==> config.mk <==
export PLATFORM = sky130hd
export DESIGN_NAME = usb_frame_timer
export DESIGN_NICKNAME = d
export VERILOG_FILES = /design/src/rtl/usbft_pkg.sv /design/src/rtl/usbft_interval_reg.sv /design/src/rtl/usbft_frame_seq.sv /design/src/rtl/usbft_done_delay.sv /design/src/rtl/usb_frame_timer.sv
export SDC_FILE = /design/constraint.sdc
export NUM_CORES = 1
export LEC_CHECK = 0
export ABC_AREA = 1
export BUFFER_PORTS_ARGS = -buffer_cell sky130_fd_sc_hd__buf_2
export CAP_MARGIN = 20
export CORE_MARGIN = 2
export CORE_UTILIZATION = 34
export CTS_CLUSTER_DIAMETER = 120
export DETAILED_ROUTE_END_ITERATION = 8
export PLACE_DENSITY = 0.68
export SKIP_CTS_REPAIR_TIMING = 1
export SYNTH_ARGS = -nofsm -noshare
export SYNTH_HDL_FRONTEND = slang
export SYNTH_SLANG_ARGS = --single-unit
==> constraint.sdc <==
create_clock -name clk -period 2.25 [get_ports clk]
set_clock_uncertainty 0.15 [all_clocks]
set_input_delay 0 -clock clk [delete_from_list [all_inputs] [get_ports clk]]
set_output_delay 0 -clock clk [all_outputs]
set_load 0.01 [all_outputs]
==> src/rtl/usbft_pkg.sv <==
package usbft_pkg;

  // Controller functional state; the encoding is decoded by this block.
  typedef enum logic [1:0] {
    HCS_RESET   = 2'b00,
    HCS_RESUME  = 2'b01,
    HCS_OPER    = 2'b10,
    HCS_SUSPEND = 2'b11
  } hc_state_e;

  localparam int REG_W      = 32;
  localparam int FSMPS_W    = 15;  // packet field occupies bits 30:16
  localparam int FSMPS_LSB  = 16;
  localparam int TOGGLE_BIT = 31;
  localparam int LIST_IDX_W = 5;   // 32 periodic list heads

endpackage

==> src/rtl/usbft_interval_reg.sv <==
module usbft_interval_reg
  import usbft_pkg::*;
#(
  parameter int                  FI_W        = 14,
  parameter logic [FI_W-1:0]     FI_RESET    = 14'h2EDF,
  parameter logic [FSMPS_W-1:0]  FSMPS_RESET = 15'h2778
) (
  input  logic                clk,
  input  logic                rst_n,
  input  logic                wr_en,
  input  logic [REG_W-1:0]    wr_data,
  output logic [FI_W-1:0]     fi,
  output logic [FSMPS_W-1:0]  fsmps,
  output logic                fit,
  output logic [REG_W-1:0]    rd_word
);

  localparam int GAP_W = FSMPS_LSB - FI_W;

  // Field extraction kept in functions so the layout lives in one place.
  function automatic logic [FI_W-1:0] field_fi(input logic [REG_W-1:0] w);
    return w[FI_W-1:0];
  endfunction

  function automatic logic [FSMPS_W-1:0] field_fsmps(input logic [REG_W-1:0] w);
    return w[FSMPS_LSB +: FSMPS_W];
  endfunction

  function automatic logic [REG_W-1:0] pack_word(input logic t,
                                                 input logic [FSMPS_W-1:0] p,
                                                 input logic [FI_W-1:0] f);
    return {t, p, {GAP_W{1'b0}}, f};
  endfunction

  always_ff @(posedge clk or negedge rst_n) begin
    if (!rst_n) begin
      fi    <= FI_RESET;
      fsmps <= FSMPS_RESET;
      fit   <= 1'b0;
    end else if (wr_en) begin
      fi    <= field_fi(wr_data);
      fsmps <= field_fsmps(wr_data);
      fit   <= wr_data[TOGGLE_BIT];
    end
  end

  assign rd_word = pack_word(fit, fsmps, fi);

endmodule

==> src/rtl/usbft_frame_seq.sv <==
module usbft_frame_seq #(
  parameter int FI_W = 14,
  parameter int FN_W = 16
) (
  input  logic             clk,
  input  logic             rst_n,
  input  logic             bit_tick,
  input  logic             oper,
  input  logic [FI_W-1:0]  fi,
  input  logic             fit,
  output logic [FI_W-1:0]  elapsed,
  output logic [FN_W-1:0]  frame_num,
  output logic             frt,
  output logic             bus_start,
  output logic             frame_boundary,
  output logic             sof_q,
  output logic             fno_q
);

  logic            oper_q;
  logic            running;
  logic [FN_W-1:0] fn_next;
  logic            msb_flip;

  function automatic logic [FN_W-1:0] fn_advance(input logic [FN_W-1:0] n);
    return n + {{(FN_W-1){1'b0}}, 1'b1};
  endfunction

  function automatic logic top_bit_changed(input logic [FN_W-1:0] a,
                                           input logic [FN_W-1:0] b);
    return a[FN_W-1] ^ b[FN_W-1];
  endfunction

  // Frame ends once the interval has been used up; >= covers an interval
  // lowered below the time already spent in the frame.
  function automatic logic interval_spent(input logic [FI_W-1:0] el,
                                          input logic [FI_W-1:0] lim);
    return el >= lim;
  endfunction

  assign bus_start      = oper & ~oper_q;
  assign running        = oper & oper_q;
  assign frame_boundary = running & bit_tick & interval_spent(elapsed, fi);
  assign fn_next        = fn_advance(frame_num);
  assign msb_flip       = top_bit_changed(frame_num, fn_next);

  always_ff @(posedge clk or negedge rst_n) begin
    if (!rst_n) begin
      oper_q    <= 1'b0;
      elapsed   <= '0;
      frame_num <= '0;
      frt       <= 1'b0;
      sof_q     <= 1'b0;
      fno_q     <= 1'b0;
    end else begin
      oper_q <= oper;
      sof_q  <= bus_start | frame_boundary;
      fno_q  <= frame_boundary & msb_flip;
      if (!running || frame_boundary) begin
        elapsed <= '0;
      end else if (bit_tick) begin
        elapsed <= elapsed + {{(FI_W-1){1'b0}}, 1'b1};
      end
      if (frame_boundary) begin
        frame_num <= fn_next;
        frt       <= fit;
      end
    end
  end

endmodule

==> src/rtl/usbft_done_delay.sv <==
module usbft_done_delay #(
  parameter int DLY_W = 3
) (
  input  logic              clk,
  input  logic              rst_n,
  input  logic              frame_boundary,
  input  logic              retire_vld,
  input  logic [DLY_W-1:0]  retire_dly,
  input  logic              wd_pending,
  output logic [DLY_W-1:0]  count,
  output logic              wb_fire,
  output logic              wb_q
);

  localparam logic [DLY_W-1:0] DLY_IDLE = '1;
  localparam logic [DLY_W-1:0] DLY_ZERO = '0;

  logic [DLY_W-1:0] lowered;
  logic [DLY_W-1:0] count_nxt;

  // Smallest delay requested so far wins.
  function automatic logic [DLY_W-1:0] take_min(input logic [DLY_W-1:0] cur,
                                                 input logic v,
                                                 input logic [DLY_W-1:0] code);
    return (v && code < cur) ? code : cur;
  endfunction

  // Per-frame step: idle value and zero hold, everything else counts down.
  function automatic logic [DLY_W-1:0] frame_step(input logic [DLY_W-1:0] c);
    return (c != DLY_IDLE && c != DLY_ZERO) ? c - {{(DLY_W-1){1'b0}}, 1'b1} : c;
  endfunction

  assign lowered = take_min(count, retire_vld, retire_dly);
  assign wb_fire = frame_boundary & (lowered == DLY_ZERO) & ~wd_pending;

  always_comb begin
    if (wb_fire)             count_nxt = DLY_IDLE;
    else if (frame_boundary) count_nxt = frame_step(lowered);
    else                     count_nxt = lowered;
  end

  always_ff @(posedge clk or negedge rst_n) begin
    if (!rst_n) begin
      count <= DLY_IDLE;
      wb_q  <= 1'b0;
    end else begin
      count <= count_nxt;
      wb_q  <= wb_fire;
    end
  end

endmodule

==> src/rtl/usb_frame_timer.sv <==
module usb_frame_timer
  import usbft_pkg::*;
#(
  parameter int                  FI_W        = 14,
  parameter int                  FN_W        = 16,
  parameter int                  DLY_W       = 3,
  parameter logic [FI_W-1:0]     FI_RESET    = 14'h2EDF,
  parameter logic [FSMPS_W-1:0]  FSMPS_RESET = 15'h2778
) (
  input  logic                   clk,
  input  logic                   rst_n,
  input  logic                   bit_tick,
  input  logic [1:0]             hc_state,
  input  logic                   fmi_wr,
  input  logic [REG_W-1:0]       fmi_wdata,
  input  logic                   retire_vld,
  input  logic [DLY_W-1:0]       retire_dly,
  input  logic                   wd_pending,
  output logic [REG_W-1:0]       fmi_rdata,
  output logic [REG_W-1:0]       frem_rdata,
  output logic [FN_W-1:0]        frame_num,
  output logic [LIST_IDX_W-1:0]  list_idx,
  output logic                   sof_evt,
  output logic                   fno_evt,
  output logic                   wb_evt,
  output logic [DLY_W-1:0]       dly_count
);

  localparam int REM_PAD_W = REG_W - 1 - FI_W;

  // Named internal events, visible to the bound checker.
  logic              oper;
  logic              bus_start;
  logic              frame_boundary;
  logic              wb_fire;
  logic [FI_W-1:0]   fi;
  logic [FSMPS_W-1:0] fsmps;
  logic              fit;
  logic              frt;
  logic [FI_W-1:0]   elapsed;

  function automatic logic [FI_W-1:0] bits_left(input logic [FI_W-1:0] lim,
                                                input logic [FI_W-1:0] el);
    return (el > lim) ? '0 : lim - el;
  endfunction

  function automatic logic [REG_W-1:0] pack_remaining(input logic on,
                                                      input logic tog,
                                                      input logic [FI_W-1:0] left);
    return on ? {tog, {REM_PAD_W{1'b0}}, left} : {tog, {(REG_W-1){1'b0}}};
  endfunction

  assign oper = (hc_state == HCS_OPER);

  usbft_interval_reg #(
    .FI_W        (FI_W),
    .FI_RESET    (FI_RESET),
    .FSMPS_RESET (FSMPS_RESET)
  ) u_interval (
    .clk     (clk),
    .rst_n   (rst_n),
    .wr_en   (fmi_wr),
    .wr_data (fmi_wdata),
    .fi      (fi),
    .fsmps   (fsmps),
    .fit     (fit),
    .rd_word (fmi_rdata)
  );

  usbft_frame_seq #(
    .FI_W (FI_W),
    .FN_W (FN_W)
  ) u_seq (
    .clk            (clk),
    .rst_n          (rst_n),
    .bit_tick       (bit_tick),
    .oper           (oper),
    .fi             (fi),
    .fit            (fit),
    .elapsed        (elapsed),
    .frame_num      (frame_num),
    .frt            (frt),
    .bus_start      (bus_start),
    .frame_boundary (frame_boundary),
    .sof_q          (sof_evt),
    .fno_q          (fno_evt)
  );

  usbft_done_delay #(
    .DLY_W (DLY_W)
  ) u_delay (
    .clk            (clk),
    .rst_n          (rst_n),
    .frame_boundary (frame_boundary),
    .retire_vld     (retire_vld),
    .retire_dly     (retire_dly),
    .wd_pending     (wd_pending),
    .count          (dly_count),
    .wb_fire        (wb_fire),
    .wb_q           (wb_evt)
  );

  assign list_idx   = frame_num[LIST_IDX_W-1:0];
  assign frem_rdata = pack_remaining(oper, frt, bits_left(fi, elapsed));

endmodule

==> metrics.cfg, run 1 <==
[pwr]
clkPwrFrac=0.278
sw_frac_of_total=0.351
power_frac_seq=0.332
internal-power_mw=3.03
powerDensity_nw_per_um2=710
netSwitchingPower_mw=1.64
ir_drop_uv=431
p_leak_nw=3.05
power_frac_comb=0.389

[sta]
rsz0062_at_grt=true
tns_ns=-3.70
worstMarginPinSlew_ns=0.749
finalSetupViolations=47
maxSlewHeadroom=0.501
setup_ws_ns=-0.137
whs_ns=-0.0448
finalMaxSlewViolations=0
max_freq_mhz=419
period_minus_slack_ns=2.39
post-route-period-util=1.06
hold_viol_final=1

[global_routing]
antenna_found_initial=0
grt_start_max_net_pins=48
grt_pass1_wl_um=16500
track_usage=0.147
overflow=0
grt_pass1_vias=3558

[detailed_routing]
num_vias=3957
wirelength_um=11600
first_pass_iters=4
ant_nets=0
wl_per_cell_um=13.1
drc=0
drtIter0Drc=91
vias_per_cell=4.47

[hold_path]
hold_class=primary input to register

[run]
cap_violations=0

[clock_network]
cts_root_buf=clkbuf_16
clkTransAtPathRegs_ns=0.06
cts_buffers=9
cts_buffer_depth=2
cts_sinks=68
clock_latency_ns=0.34
cts_tree=yes
htree_levels=3

[layout]
nFillCells=1187
diodes=0
final_cell_mix=buf_2, nand2_1, inv_1
finalNetCount=769
final_common_cell=buf_2
multi_input_area_um2=2700
ff_latch_area_um2=1730
area_delta_synth_final_pct=45.3
drive_gt1_frac=0.453
final_cells=885

[die]
die_y_um=119
dieWidth_um=119
die_area_um2=14200
ioPinCount=134
rows=42
coreArea_um2=13100
start_util=0.344

[synth]
synth_area_um2=4520
ys_types=43
avgSynthCellArea_um2=8.61
ys_seq_area_frac=0.383
ys_ff_latch=68
synth_cells=525
ys_warn_count=0

[placed_design]
place_hpwl_um=7790
port_buffers=112
post-place-cells=817
place.gp.congestion=0.864

[worst_setup_path]
required_ns=2.10
crit_path_max_fanout=3
start_kind=register
worst-path-buf-inv=3
slowest_stage=dfrtp_1
crit_chain=ha_4 -> inv_4 -> fa_2 -> nand2_2 -> nand2_2 -> nand3_2 -> nand2_2 -> buf_6 -> nand3_2 -> nand2_2 -> xnor2_2 -> nor2_2 -> buf_2
critPathKind=register to output pin
crit_top_cell=nand2_2
cp_data_arrival_time_ns=2.24
max_stage_delay_ns=0.42
crit_path_end_kind=output pin
cp_top_family=adder cells

[outcome]
violations=hold timing, setup timing
status=complete, but fails checks

tightest hold or removal path, cell delays in order:
cell and delay (ns):
buf_2 0.13, nand3_1 0.08, nand2_1 0.07, nand2_1 0.09, nand3_2 0.07
area by class of cell:
type                       count  share of cell area
clock buffer                  11              0.0370
clock inverter                 5             0.00419
inverter                      63              0.0364
multi-input combinational    376               0.411
sequential                    68               0.263
tap                          176              0.0335
timing repair buffer         186               0.214
layer usage:
layer / GRT usage / routed length (um)
met1: 0.178 / 4970
met2: 0.252 / 5960
met3: 0.0421 / 476
met4: 0.0419 / 160
met5: 0 / 0
final timing paths:
check	startpoint	end	slack, ns	cells past startpoint
max reg2reg	u_seq.elapsed[0]	u_seq.elapsed[11]	-0.11	15
max in group asynchronous	rst_n	u_interval.fi[13]	1.24	3
min in group asynchronous	rst_n	u_seq.frame_num[14]	0.02	2
min	retire_dly[2]	u_delay.count[2]	-0.04	5
max	u_seq.elapsed[0]	frem_rdata[10]	-0.14	13
min reg2reg	u_seq.frt	u_seq.frt	0.34	2
Yosys cell counts, drive strengths merged:
library cell | number | share of area
nor3b | 2 | 0.0044
o21a | 1 | 0.0017
o22ai | 1 | 0.0014
fa | 1 | 0.0044
inv | 63 | 0.052
a21oi | 14 | 0.017
or2 | 1 | 0.0014
buf | 34 | 0.059
o21ai | 21 | 0.023
xnor2 | 10 | 0.021
dfstp | 22 | 0.13
clkbuf | 2 | 0.0017
nand3 | 35 | 0.044
dfrtp | 46 | 0.25
nor2 | 56 | 0.069
conb | 1 | 0.00083
o31ai | 1 | 0.0017
nor3 | 15 | 0.020
nand2 | 119 | 0.11
nand3b | 1 | 0.0017
o21bai | 2 | 0.0033
xor2 | 20 | 0.039
a21o | 1 | 0.0017
ha | 21 | 0.058
mux2 | 28 | 0.070
nand4 | 7 | 0.013
stage by stage:
step	cell area, um2	power (mW)	utilization	setup WS [ns]	hold slack [ns]
floorplan	4600	2.47	-	0.0597	-0.446
global placement	5310	2.94	0.404	-0.0174	-0.141
CTS	5580	4.31	0.424	-0.403	-0.508
detailed placement	5310	2.97	0.404	-0.0948	-0.139
finish	6570	4.66	0.500	-0.137	-0.0448
global route	6570	4.99	0.500	-0.238	0.0195
power by group through the flow:
stage,clock network [mW],logic [mW],registers (mW)
floorplan,0,0.870,1.60
global placement,0,1.39,1.55
detailed placement,0,1.41,1.55
CTS,1.35,1.42,1.54
global route,1.41,2.01,1.57
finish,1.30,1.82,1.55
registers in the layout, indices dropped and copies added, names as in the netlist, 3 cells and up:
name	cells
u_seq.frame_num	16
u_interval.fsmps	15
u_interval.fi	14
u_seq.elapsed	14
u_delay.count	3
logic make-up after synthesis:
kind of cell             after synthesis  synth area share
buffers and inverters                 99             0.113
AND/OR/NAND/NOR                      236             0.261
adder cells (fa/ha/maj)               22            0.0626
multiplexers                          28            0.0697
other                                  1          0.000830
flip-flops                            68             0.383
XOR/XNOR                              30            0.0598
AO/OA/AOI/OAI                         41            0.0501
Power figures use the tool's default switching activity.
==> run 2, diff against run 1 <==
Settings changed: RECOVER_POWER set to 100.
==> run 2 against run 1 <==
Against the previous run: clock-buffer cell count unchanged; hold slack about the same; combinational power decreased by 2%; register-to-register slack about the same; worst setup slack improved by 0.0023 ns; final cell count unchanged; cell area decreased by 1.0%; total power decreased by 0.61%; routed wire length decreased by 0.52%; the run ends with hold timing, capacitance limit, slew limit, setup timing left; critical path type unchanged; non-clock buffer count unchanged.
==> metrics.cfg, run 2 (synthesis gave the netlist of run 1 again) <==
[outcome]
status=complete, but fails checks
violations=hold timing, capacitance limit, slew limit, setup timing

[worst_setup_path]
start_kind=register
slowest_stage=dfstp_2
required_ns=2.10  ; about the same
crit_chain=inv_2 -> ha_4 -> inv_4 -> fa_2 -> nand2_2 -> nand2_2 -> nand3_2 -> nand2_2 -> nand2_2 -> nand2_4 -> nand2_8 -> clkbuf_16 -> nor2_2 -> buf_2
worst-path-buf-inv=4  ; +1
cp_top_family=simple AND/OR/NAND/NOR gates
cp_data_arrival_time_ns=2.23  ; about the same
crit_path_max_fanout=6  ; +3
critPathKind=register to output pin
crit_path_end_kind=output pin
crit_top_cell=nand2_2
max_stage_delay_ns=0.53  ; +0.11 ns

[die]
dieWidth_um=119  ; unchanged
rows=42  ; unchanged
die_area_um2=14200  ; unchanged
die_y_um=119  ; unchanged
start_util=0.344  ; unchanged
coreArea_um2=13100  ; unchanged
ioPinCount=134  ; unchanged

[sta]
tns_ns=-3.60  ; +0.103 ns
rsz0062_at_grt=true
finalSetupViolations=47  ; unchanged
setup_ws_ns=-0.135  ; +0.00230 ns
period_minus_slack_ns=2.38  ; -0.00230 ns
hold_viol_final=1  ; unchanged
maxSlewHeadroom=-0.159  ; -0.660
post-route-period-util=1.06  ; about the same
worstMarginPinSlew_ns=1.74  ; +0.990 ns
whs_ns=-0.0444  ; +0.000392 ns
max_freq_mhz=419  ; about the same
finalMaxSlewViolations=30  ; +30

[global_routing]
grt_pass1_vias=3558  ; unchanged
track_usage=0.147  ; unchanged
grt_pass1_wl_um=16500  ; unchanged
overflow=0  ; unchanged
grt_start_max_net_pins=48  ; unchanged
antenna_found_initial=0  ; unchanged

[clock_network]
clkTransAtPathRegs_ns=0.06  ; about the same
htree_levels=3  ; unchanged
cts_root_buf=clkbuf_16
cts_tree=yes
cts_buffer_depth=2  ; unchanged
cts_buffers=9  ; unchanged
clock_latency_ns=0.34  ; about the same
cts_sinks=68  ; unchanged

[layout]
drive_gt1_frac=0.392  ; -0.0606
finalNetCount=769  ; unchanged
top_regs=u_seq.frame_num (16), u_interval.fsmps (15)
ff_latch_area_um2=1730  ; unchanged
nFillCells=1219  ; +2.7%
top_register=u_seq.frame_num
multi_input_area_um2=2700  ; unchanged
final_common_cell=nand2_1
diodes=0  ; unchanged
area_delta_synth_final_pct=43.8
largest_register_ffs=16  ; unchanged
final_cell_mix=nand2_1, buf_2, inv_1

[detailed_routing]
first_pass_iters=5  ; +1
drtIter0Drc=106  ; +16%
vias_per_cell=4.47  ; about the same
wirelength_um=11500  ; -0.52%
drc=0  ; unchanged
wl_per_cell_um=13.0  ; -0.52%
ant_nets=0  ; unchanged
num_vias=3958  ; +0.025%

[placed_design]
dp_slack_ns=-0.0948  ; unchanged
place.gp.congestion=0.864  ; unchanged
port_buffers=112  ; unchanged
place_hpwl_um=7790  ; unchanged

[hold_path]
hold_class=primary input to register

[run]
cap_violations=1  ; +1

[pwr]
powerDensity_nw_per_um2=713  ; +0.44%
ir_drop_uv=431  ; about the same
p_leak_nw=2.91  ; -4.5%

==> run 2: changes by cell type in the layout (fill, tap and decap cells not counted) <==
cell,previous run,this run
clkbuf_4,0,1
buf_12,5,4
buf_2,103,61
buf_4,26,25
clkbuf_1,1,44
==> run 2: layout make-up <==
class	instances	share of cell area
clock buffer	11	0.0373
tap	176	0.0339
timing repair buffer	186	0.206
multi-input combinational	376	0.416
inverter	63	0.0368
clock inverter	5	0.00423
sequential	68	0.266
==> run 2: through the flow <==
step / power [mW] / util / instance area, um2 / cells
2_1_floorplan: 2.47 / - / 4600 / 543
4_1_cts: 4.31 / 0.424 / 5580 / 833
6_report: 4.63 / 0.495 / 6500 / 885
5_1_grt: 4.96 / 0.495 / 6500 / 885
3_3_place_gp: 2.94 / 0.404 / 5310 / 817
3_5_place_dp: 2.97 / 0.404 / 5310 / 817
==> run 2: tightest hold or removal path, cell delays in order <==
cell	delay, ns
buf_2	0.13
nand3_1	0.08
nand2_1	0.07
nand2_1	0.09
nand3_2	0.07
==> run 2: path summary, 6_finish.rpt <==
path | from | to | slack [ns] | cells past startpoint
max | u_interval.fi[0] | frem_rdata[10] | -0.13 | 14
min | retire_dly[2] | u_delay.count[2] | -0.04 | 5
max reg2reg | u_seq.elapsed[0] | u_seq.elapsed[11] | -0.11 | 15
min reg2reg | u_seq.frt | u_seq.frt | 0.34 | 2
max in group asynchronous | rst_n | u_seq.elapsed[11] | 0.32 | 3
min in group asynchronous | rst_n | u_seq.frame_num[14] | 0.26 | 2
==> run 2: metal layers <==
metal / track usage / wire length (um) / vias to the layer above
li1: - / - / 1994
met1: 0.178 / 4900 / 1856
met2: 0.252 / 5940 / 99
met3: 0.0421 / 502 / 9
met4: 0.0419 / 160 / 0
met5: 0 / 0 / -
==> run 2: power by group <==
group,switching [mW],internal (mW),total (mW)
sequential,0.141,1.41,1.55
combinational,0.970,0.814,1.78
clock,0.529,0.768,1.30
total,1.64,2.99,4.63
